--- src/rtl/octet_pkg.sv ---
package octet_pkg;
  localparam int WORD_W = 8;
  typedef logic [WORD_W-1:0] word_t;

  localparam word_t OPC_LOAD = 8'h82;
  localparam word_t OPC_MUL  = 8'hA2;
  localparam word_t OPC_SHOW = 8'h47;
  localparam word_t OPC_STOP = 8'h01;

  typedef enum logic [2:0] {
    ST_FETCH, ST_DECODE, ST_ARG_A, ST_ARG_B, ST_EXEC, ST_HALT
  } phase_t;

  typedef enum logic [2:0] {
    ACT_BAD, ACT_STOP, ACT_LOAD, ACT_MUL, ACT_SHOW
  } action_t;

  function automatic logic [1:0] arg_count(word_t opc);
    return opc[WORD_W-1:WORD_W-2];
  endfunction

  function automatic action_t classify(word_t opc);
    action_t a;
    case (opc)
      OPC_LOAD: a = ACT_LOAD;
      OPC_MUL:  a = ACT_MUL;
      OPC_SHOW: a = ACT_SHOW;
      OPC_STOP: a = ACT_STOP;
      default:  a = ACT_BAD;
    endcase
    return a;
  endfunction
endpackage

--- src/rtl/octet_mem.sv ---
module octet_mem #(
  parameter int AW = 8,
  parameter int W  = 8
) (
  input  logic          clk,
  input  logic          we,
  input  logic [AW-1:0] waddr,
  input  logic [W-1:0]  wdata,
  input  logic [AW-1:0] raddr,
  output logic [W-1:0]  rdata
);
  localparam int DEPTH = 1 << AW;

  logic [W-1:0] store [DEPTH];

  // one write port, one registered read port: block RAM shape
  always_ff @(posedge clk) begin
    if (we) store[waddr] <= wdata;
    rdata <= store[raddr];
  end
endmodule

--- src/rtl/octet_regs.sv ---
module octet_regs #(
  parameter int NREG = 8,
  parameter int W    = 8,
  localparam int RIW = $clog2(NREG)
) (
  input  logic           clk,
  input  logic           rst,
  input  logic           we,
  input  logic [RIW-1:0] widx,
  input  logic [W-1:0]   wdata,
  input  logic [RIW-1:0] ra_idx,
  output logic [W-1:0]   ra_data,
  input  logic [RIW-1:0] rb_idx,
  output logic [W-1:0]   rb_data
);
  logic [W-1:0]    file_q [NREG];
  logic [NREG-1:0] hit;

  for (genvar g = 0; g < NREG; g++) begin : g_sel
    assign hit[g] = we && (widx == RIW'(g));
  end

  always_ff @(posedge clk) begin
    for (int i = 0; i < NREG; i++) begin
      if (rst)         file_q[i] <= '0;
      else if (hit[i]) file_q[i] <= wdata;
    end
  end

  assign ra_data = file_q[ra_idx];
  assign rb_data = file_q[rb_idx];
endmodule

--- src/rtl/octet_alu.sv ---
module octet_alu
  import octet_pkg::*;
#(
  parameter int W = 8
) (
  input  action_t      act,
  input  logic [W-1:0] a,
  input  logic [W-1:0] b,
  input  logic [W-1:0] imm,
  output logic [W-1:0] res
);
  always_comb begin
    case (act)
      ACT_MUL: res = a * b;   // truncated to W bits by context
      default: res = imm;
    endcase
  end
endmodule

--- src/rtl/octet_ctrl.sv ---
module octet_ctrl
  import octet_pkg::*;
#(
  parameter int AW   = 8,
  parameter int NREG = 8,
  parameter int W    = 8,
  localparam int RIW = $clog2(NREG)
) (
  input  logic           clk,
  input  logic           rst,
  output logic [AW-1:0]  mem_raddr,
  input  logic [W-1:0]   mem_rdata,
  output logic [RIW-1:0] ra_idx,
  output logic [RIW-1:0] rb_idx,
  input  logic [W-1:0]   ra_data,
  output action_t        act,
  output logic [W-1:0]   imm,
  output logic           rf_we,
  output logic [RIW-1:0] rf_widx,
  output logic           out_valid,
  output logic [W-1:0]   out_data,
  output logic           halted,
  output logic           fault,
  output logic [AW-1:0]  pc,
  output logic           exec_go
);
  phase_t         phase_q;
  action_t        act_q;
  logic [1:0]     cnt_q;
  logic [RIW-1:0] arg_a_q;
  logic [W-1:0]   arg_b_q;
  logic [AW-1:0]  pc_q;
  logic           valid_q, halt_q, fault_q;
  logic [W-1:0]   data_q;
  action_t        dec_act;

  assign dec_act = classify(mem_rdata);

  // address of the byte that the next phase consumes
  always_comb begin
    case (phase_q)
      ST_DECODE: mem_raddr = pc_q + AW'(1);
      ST_ARG_A:  mem_raddr = pc_q + AW'(2);
      default:   mem_raddr = pc_q;
    endcase
  end

  always_ff @(posedge clk) begin
    if (rst) begin
      phase_q <= ST_FETCH;
      act_q   <= ACT_BAD;
      cnt_q   <= '0;
      arg_a_q <= '0;
      arg_b_q <= '0;
      pc_q    <= '0;
      valid_q <= 1'b0;
      data_q  <= '0;
      halt_q  <= 1'b0;
      fault_q <= 1'b0;
    end else begin
      valid_q <= 1'b0;
      case (phase_q)
        ST_FETCH: phase_q <= ST_DECODE;
        ST_DECODE: begin
          act_q <= dec_act;
          cnt_q <= arg_count(mem_rdata);
          if (dec_act == ACT_BAD) begin
            phase_q <= ST_HALT;
            halt_q  <= 1'b1;
            fault_q <= 1'b1;
          end else if (dec_act == ACT_STOP) begin
            phase_q <= ST_HALT;
            halt_q  <= 1'b1;
          end else begin
            phase_q <= ST_ARG_A;
          end
        end
        ST_ARG_A: begin
          arg_a_q <= mem_rdata[RIW-1:0];
          phase_q <= (cnt_q == 2'd2) ? ST_ARG_B : ST_EXEC;
        end
        ST_ARG_B: begin
          arg_b_q <= mem_rdata;
          phase_q <= ST_EXEC;
        end
        ST_EXEC: begin
          pc_q <= pc_q + AW'(cnt_q) + AW'(1);
          if (act_q == ACT_SHOW) begin
            valid_q <= 1'b1;
            data_q  <= ra_data;
          end
          phase_q <= ST_FETCH;
        end
        default: phase_q <= ST_HALT;
      endcase
    end
  end

  assign ra_idx    = arg_a_q;
  assign rb_idx    = arg_b_q[RIW-1:0];
  assign act       = act_q;
  assign imm       = arg_b_q;
  assign exec_go   = (phase_q == ST_EXEC);
  assign rf_we     = exec_go && (act_q == ACT_LOAD || act_q == ACT_MUL);
  assign rf_widx   = arg_a_q;
  assign out_valid = valid_q;
  assign out_data  = data_q;
  assign halted    = halt_q;
  assign fault     = fault_q;
  assign pc        = pc_q;
endmodule

--- src/rtl/octet_core.sv ---
module octet_core
  import octet_pkg::*;
#(
  parameter int AW   = 8,
  parameter int NREG = 8
) (
  input  logic              clk,
  input  logic              rst,
  input  logic              load_we,
  input  logic [AW-1:0]     load_addr,
  input  logic [WORD_W-1:0] load_data,
  output logic              out_valid,
  output logic [WORD_W-1:0] out_data,
  output logic              halted,
  output logic              fault
);
  localparam int RIW = $clog2(NREG);

  logic [AW-1:0]     mem_raddr;
  logic [WORD_W-1:0] mem_rdata;
  logic [RIW-1:0]    ra_idx, rb_idx, rf_widx;
  logic [WORD_W-1:0] ra_data, rb_data, imm, wb_data;
  logic              rf_we;
  action_t           act;
  logic [AW-1:0]     pc_w;
  logic              exec_w;

  octet_mem #(.AW(AW), .W(WORD_W)) mem_i (
    .clk(clk), .we(load_we), .waddr(load_addr), .wdata(load_data),
    .raddr(mem_raddr), .rdata(mem_rdata)
  );

  octet_regs #(.NREG(NREG), .W(WORD_W)) regs_i (
    .clk(clk), .rst(rst), .we(rf_we), .widx(rf_widx), .wdata(wb_data),
    .ra_idx(ra_idx), .ra_data(ra_data), .rb_idx(rb_idx), .rb_data(rb_data)
  );

  octet_alu #(.W(WORD_W)) alu_i (
    .act(act), .a(ra_data), .b(rb_data), .imm(imm), .res(wb_data)
  );

  octet_ctrl #(.AW(AW), .NREG(NREG), .W(WORD_W)) ctrl_i (
    .clk(clk), .rst(rst),
    .mem_raddr(mem_raddr), .mem_rdata(mem_rdata),
    .ra_idx(ra_idx), .rb_idx(rb_idx), .ra_data(ra_data),
    .act(act), .imm(imm), .rf_we(rf_we), .rf_widx(rf_widx),
    .out_valid(out_valid), .out_data(out_data),
    .halted(halted), .fault(fault),
    .pc(pc_w), .exec_go(exec_w)
  );
endmodule

--- config.mk ---
export PLATFORM = sky130hd
export DESIGN_NAME = octet_core
export DESIGN_NICKNAME = d
export VERILOG_FILES = /design/src/rtl/octet_pkg.sv /design/src/rtl/octet_mem.sv /design/src/rtl/octet_regs.sv /design/src/rtl/octet_alu.sv /design/src/rtl/octet_ctrl.sv /design/src/rtl/octet_core.sv
export SDC_FILE = /design/constraint.sdc
export NUM_CORES = 2
export LEC_CHECK = 0
export BUFFER_PORTS_ARGS = -buffer_cell sky130_fd_sc_hd__buf_2
export CAP_MARGIN = 20
export CORE_ASPECT_RATIO = 0.7
export CORE_MARGIN = 3
export CORE_UTILIZATION = 61
export DETAILED_ROUTE_END_ITERATION = 6
export GPL_ROUTABILITY_DRIVEN = 0
export PLACE_DENSITY = 0.77
export SETUP_SLACK_MARGIN = 0.5
export SYNTH_ARGS = -nofsm -noshare
export SYNTH_HDL_FRONTEND = slang
export SYNTH_SLANG_ARGS = --single-unit
--- constraint.sdc ---
create_clock -name clk -period 16 [get_ports clk]
set_input_delay 0.8 -clock clk [delete_from_list [all_inputs] [get_ports clk]]
set_output_delay 0.8 -clock clk [all_outputs]
set_load 0.01 [all_outputs]
==> summary.log <==
qor: setup_path.timing.setup.critical_path_class register to register
qor: routing.detailedRoute.firstIterationViolations 10200
qor: yosys.synth-seq-area-share 73.3%
qor: yosys.synth_edf_count 2112
qor: grt.grtUsageTotal 31.5%
qor: placement.numPortBuffers 29
qor: clocking.cts.repair.resized 0
qor: yosys.yosysUniqueCellTypes 61
qor: routing.wl 235 mm
qor: finish.finish.net_count 6760
qor: setup_path.worst_setup_path_start_kind register
qor: power_and_ir_drop.clock_power_share 37.6%
qor: routing.via_per_inst 6.57
qor: clocking.maximum_clock_path_buffer_count 3
qor: floorplan.io_pins 30
qor: grt.overflow 0
qor: placement.dp_hpwl 135 mm
qor: yosys.syn_avg_cell_area 12.9 µm²
qor: sta.finalWorstSetupSlack 9.30 ns
qor: clocking.clk-insertion-delay-late 0.83 ns
qor: setup_path.timing.critical_path.arrival 7.41 ns
qor: power_and_ir_drop.comb_power_share 10.8%
qor: power_and_ir_drop.worst_ir_drop_vdd 121 µV
qor: finish.final_layout_size_suffix_gt1_share 7.26%
qor: clocking.clock_tree.htree_level_count 4
qor: run.drv.max_cap_violation_count 0
qor: clocking.cts-root-buf sky130_fd_sc_hd__clkbuf_16
qor: finish.area_growth 8.91%
qor: floorplan.core_area 142000 µm²
qor: clocking.holdBufCountCts 0
qor: floorplan.die_w 460 µm
qor: sta.finalClockSkew 0.0248 ns
qor: sta.report.final.hold_viol_count 0
qor: setup_path.crit_path_end_kind register
qor: yosys.synth_nets 6883
qor: worst_hold_path.worstHoldPathType primary input to register
qor: sta.timing.final.setup_violations 0
qor: yosys.synthesis.area 87900 µm²
qor: power_and_ir_drop.swShare 25.0%
qor: placement.dp_worst_setup_slack 9.26 ns
qor: sta.tightestPinTransition 1.32 ns
qor: floorplan.dieHeight 324 µm
qor: grt.via_count_of_the_first_global_routing_pass 53500
qor: clocking.tritoncts.num_buffers 186
qor: floorplan.die_area 149000 µm²
qor: sta.fmax 149 MHz
qor: sta.period_minus_slack 6.70 ns
qor: yosys.yosys_register_bits 2164
qor: yosys.async_flop_share 0%
qor: clocking.post_cts_buffers 0
qor: power_and_ir_drop.p_leak 0.0323 µW
qor: routing.drc 0
qor: power_and_ir_drop.p_seq_share 51.7%
qor: sta.rsz0062_at_grt false
qor: power_and_ir_drop.netSwitchingPower 3030 µW
qor: sta.totalNegativeSetupSlack 0 ns
qor: clocking.cts_tree built
qor: yosys.ys.warnings.count 0
qor: grt.grt_pass1_wl 349 mm
qor: power_and_ir_drop.power_density 127 nW/µm²
qor: sta.report.final.slew_viol_count 0
qor: floorplan.core.rowCount 115
qor: sta.final_min_period_over_clock_period 41.9%
qor: yosys.yosys_most_used_dff sky130_fd_sc_hd__edfxtp_1
qor: grt.antenna_found_initial 14
qor: sta.maxSlewHeadroom 10.9%
qor: routing.vias 57500
qor: setup_path.worst-endpoint-required 16.71 ns
qor: yosys.synth_cells 6831
qor: routing.detail-route-antenna-nets 0
qor: finish.fillerInstances 9493
qor: routing.routed_wire_length_per_instance 26.9 µm
qor: floorplan.floorplan.initialDensity 62.0%
qor: power_and_ir_drop.p_int 9100 µW
qor: setup_path.critical_path.max_fanout 66
qor: routing.first_pass_iters 6
qor: status.status completed
qor: grt.maximum_number_of_pins_on_one_net_before_global_route_repair 183
qor: clocking.clkSlewWorstSetupHoldPaths 0.06 ns
qor: clocking.cts.sinks 2164
-- cells in the mapped netlist, types with 4 or more instances --
cell	instances	area (µm²)
sky130_fd_sc_hd__nand4_1	39	244
sky130_fd_sc_hd__a31oi_1	60	375
sky130_fd_sc_hd__or3_1	4	25.0
sky130_fd_sc_hd__and3_1	75	469
sky130_fd_sc_hd__nor2b_1	8	50.1
sky130_fd_sc_hd__nor3_1	34	170
sky130_fd_sc_hd__a21oi_1	157	786
sky130_fd_sc_hd__a2111o_1	7	78.8
sky130_fd_sc_hd__dfxtp_1	52	1040
sky130_fd_sc_hd__xor2_1	12	105
sky130_fd_sc_hd__mux2i_1	122	1220
sky130_fd_sc_hd__xnor2_1	19	166
sky130_fd_sc_hd__o22a_1	16	140
sky130_fd_sc_hd__nand2_1	1840	6910
sky130_fd_sc_hd__edfxtp_1	2112	63400
sky130_fd_sc_hd__o41ai_1	14	123
sky130_fd_sc_hd__fa_1	13	260
sky130_fd_sc_hd__o22ai_1	31	194
sky130_fd_sc_hd__nand3_1	1015	5080
sky130_fd_sc_hd__a21o_1	14	105
sky130_fd_sc_hd__inv_1	28	105
sky130_fd_sc_hd__and2_1	4	25.0
sky130_fd_sc_hd__clkbuf_1	252	946
sky130_fd_sc_hd__a32oi_1	29	254
sky130_fd_sc_hd__nor2_1	407	1530
sky130_fd_sc_hd__nand2b_1	13	81.3
sky130_fd_sc_hd__buf_1	75	282
sky130_fd_sc_hd__buf_4	7	52.6
sky130_fd_sc_hd__o21ai_0	12	60.1
sky130_fd_sc_hd__mux4_2	64	1440
sky130_fd_sc_hd__ha_1	20	250
sky130_fd_sc_hd__nand3b_1	9	67.6
sky130_fd_sc_hd__a2111oi_0	8	70.1
sky130_fd_sc_hd__a221oi_1	9	78.8
sky130_fd_sc_hd__a211oi_1	28	210
sky130_fd_sc_hd__a311oi_1	42	368
sky130_fd_sc_hd__nor4_1	23	144
sky130_fd_sc_hd__or2_2	7	43.8
sky130_fd_sc_hd__mux2_2	16	180
sky130_fd_sc_hd__buf_2	105	526
-- metal layers --
metal	part of all wire [%]	wire [µm]	GRT usage, %
met5	0.0055	13	0
met4	3.4	7920	10.6
met3	15	36000	9.97
met2	43	102000	44.4
met1	38	89800	47.1
-- path summary, 6_finish.rpt --
kind	start	end	slack (ns)	depth (start not counted)
max	ctrl_i.phase_q[1]	mem_i.rdata[2]	9.30	11
min	load_data[5]	mem_i.store[155][5]	0.39	1
max reg2reg	ctrl_i.phase_q[1]	mem_i.rdata[2]	9.30	11
min reg2reg	ctrl_i.fault	ctrl_i.fault	0.48	2
-- cells by family after synthesis --
family / after synthesis / synth area share (%)
simple gates: 3493 / 17.0
flops: 2164 / 73.3
buf+inv: 468 / 2.19
compound gates: 440 / 3.36
mux: 202 / 3.23
fa+ha+maj: 33 / 0.581
xor+xnor: 31 / 0.309
-- placed cells by master (no fill, tap or decap), types with 14 or more instances in the layout --
master	count
sky130_fd_sc_hd__o41ai_1	14
sky130_fd_sc_hd__clkinv_2	28
sky130_fd_sc_hd__buf_2	23
sky130_fd_sc_hd__ha_1	20
sky130_fd_sc_hd__o22ai_1	31
sky130_fd_sc_hd__nor3_1	30
sky130_fd_sc_hd__clkbuf_1	45
sky130_fd_sc_hd__o22a_1	15
sky130_fd_sc_hd__clkbuf_16	190
sky130_fd_sc_hd__nand2_1	1832
sky130_fd_sc_hd__bufinv_16	18
sky130_fd_sc_hd__xnor2_1	16
sky130_fd_sc_hd__mux4_2	64
sky130_fd_sc_hd__mux2_2	16
sky130_fd_sc_hd__and3_1	75
sky130_fd_sc_hd__edfxtp_1	2112
sky130_fd_sc_hd__nand4_1	39
sky130_fd_sc_hd__a311oi_1	42
sky130_fd_sc_hd__a32oi_1	29
sky130_fd_sc_hd__mux2i_1	122
sky130_fd_sc_hd__a21oi_1	156
sky130_fd_sc_hd__a211oi_1	28
sky130_fd_sc_hd__nor4_1	23
sky130_fd_sc_hd__nor2_1	406
sky130_fd_sc_hd__a31oi_1	60
sky130_fd_sc_hd__inv_1	28
sky130_fd_sc_hd__dfxtp_1	52
sky130_fd_sc_hd__nand3_1	1015
sky130_fd_sc_hd__clkinv_1	41
sky130_fd_sc_hd__buf_4	82
-- worst max-delay path, cell delays in order (launching register included) --
cell	delay (ns)
sky130_fd_sc_hd__dfxtp_1	0.67
sky130_fd_sc_hd__nand2b_1	0.27
sky130_fd_sc_hd__o31ai_1	0.53
sky130_fd_sc_hd__a21o_4	0.71
sky130_fd_sc_hd__buf_4	0.73
sky130_fd_sc_hd__buf_4	0.62
sky130_fd_sc_hd__nand3_1	0.16
sky130_fd_sc_hd__nand3_1	0.14
sky130_fd_sc_hd__a21oi_1	0.12
sky130_fd_sc_hd__o41ai_1	1.16
sky130_fd_sc_hd__nand4_1	0.83
sky130_fd_sc_hd__a2111o_1	0.52
-- registers in the layout, summed over array words and instances, names as in the netlist, named ones only --
signal            flops
ctrl_i.phase_q        3
ctrl_i.out_data       8
mem_i.store        2048
ctrl_i.fault          1
ctrl_i.imm            8
regs_i.file_q        64
ctrl_i.act            3
ctrl_i.cnt_q          2
ctrl_i.halted         1
mem_i.rdata           8
ctrl_i.ra_idx         3
ctrl_i.out_valid      1
ctrl_i.pc             8
-- area by class of cell --
class | instances | area [µm²] | area share [%]
Sequential cell | 2164 | 64500 | 67.3
Multi-Input combinational cell | 4199 | 21600 | 22.6
Clock buffer | 242 | 5010 | 5.23
Tap cell | 1872 | 2340 | 2.45
Timing Repair Buffer | 129 | 1140 | 1.19
Clock inverter | 102 | 1040 | 1.09
Inverter | 28 | 105 | 0.110
Antenna cell | 10 | 25.0 | 0.0261
-- metrics by stage --
stage	total power, µW	instance area (µm²)	utilization [%]	std cells	hold slack, ns
floorplan	7210	87900	-	6831	0.441
global placement	7620	89500	63.1	8377	0.469
detailed placement	7650	89600	63.1	8383	0.472
CTS	12100	95600	67.4	8727	0.365
global route	12500	95800	67.5	8741	0.391
finish	12100	95800	67.5	8746	0.389
-- power groups by stage --
| stage | logic (µW) | clock network [µW] | registers (µW) |
|---|---|---|---|
| 4_1_cts | 1270 | 4560 | 6270 |
| 6_report | 1310 | 4560 | 6270 |
| 5_1_grt | 1410 | 4790 | 6270 |
| 2_1_floorplan | 835 | 0 | 6370 |
| 3_5_place_dp | 1260 | 0 | 6390 |
| 3_3_place_gp | 1230 | 0 | 6390 |
Power figures use the tool's default switching activity.
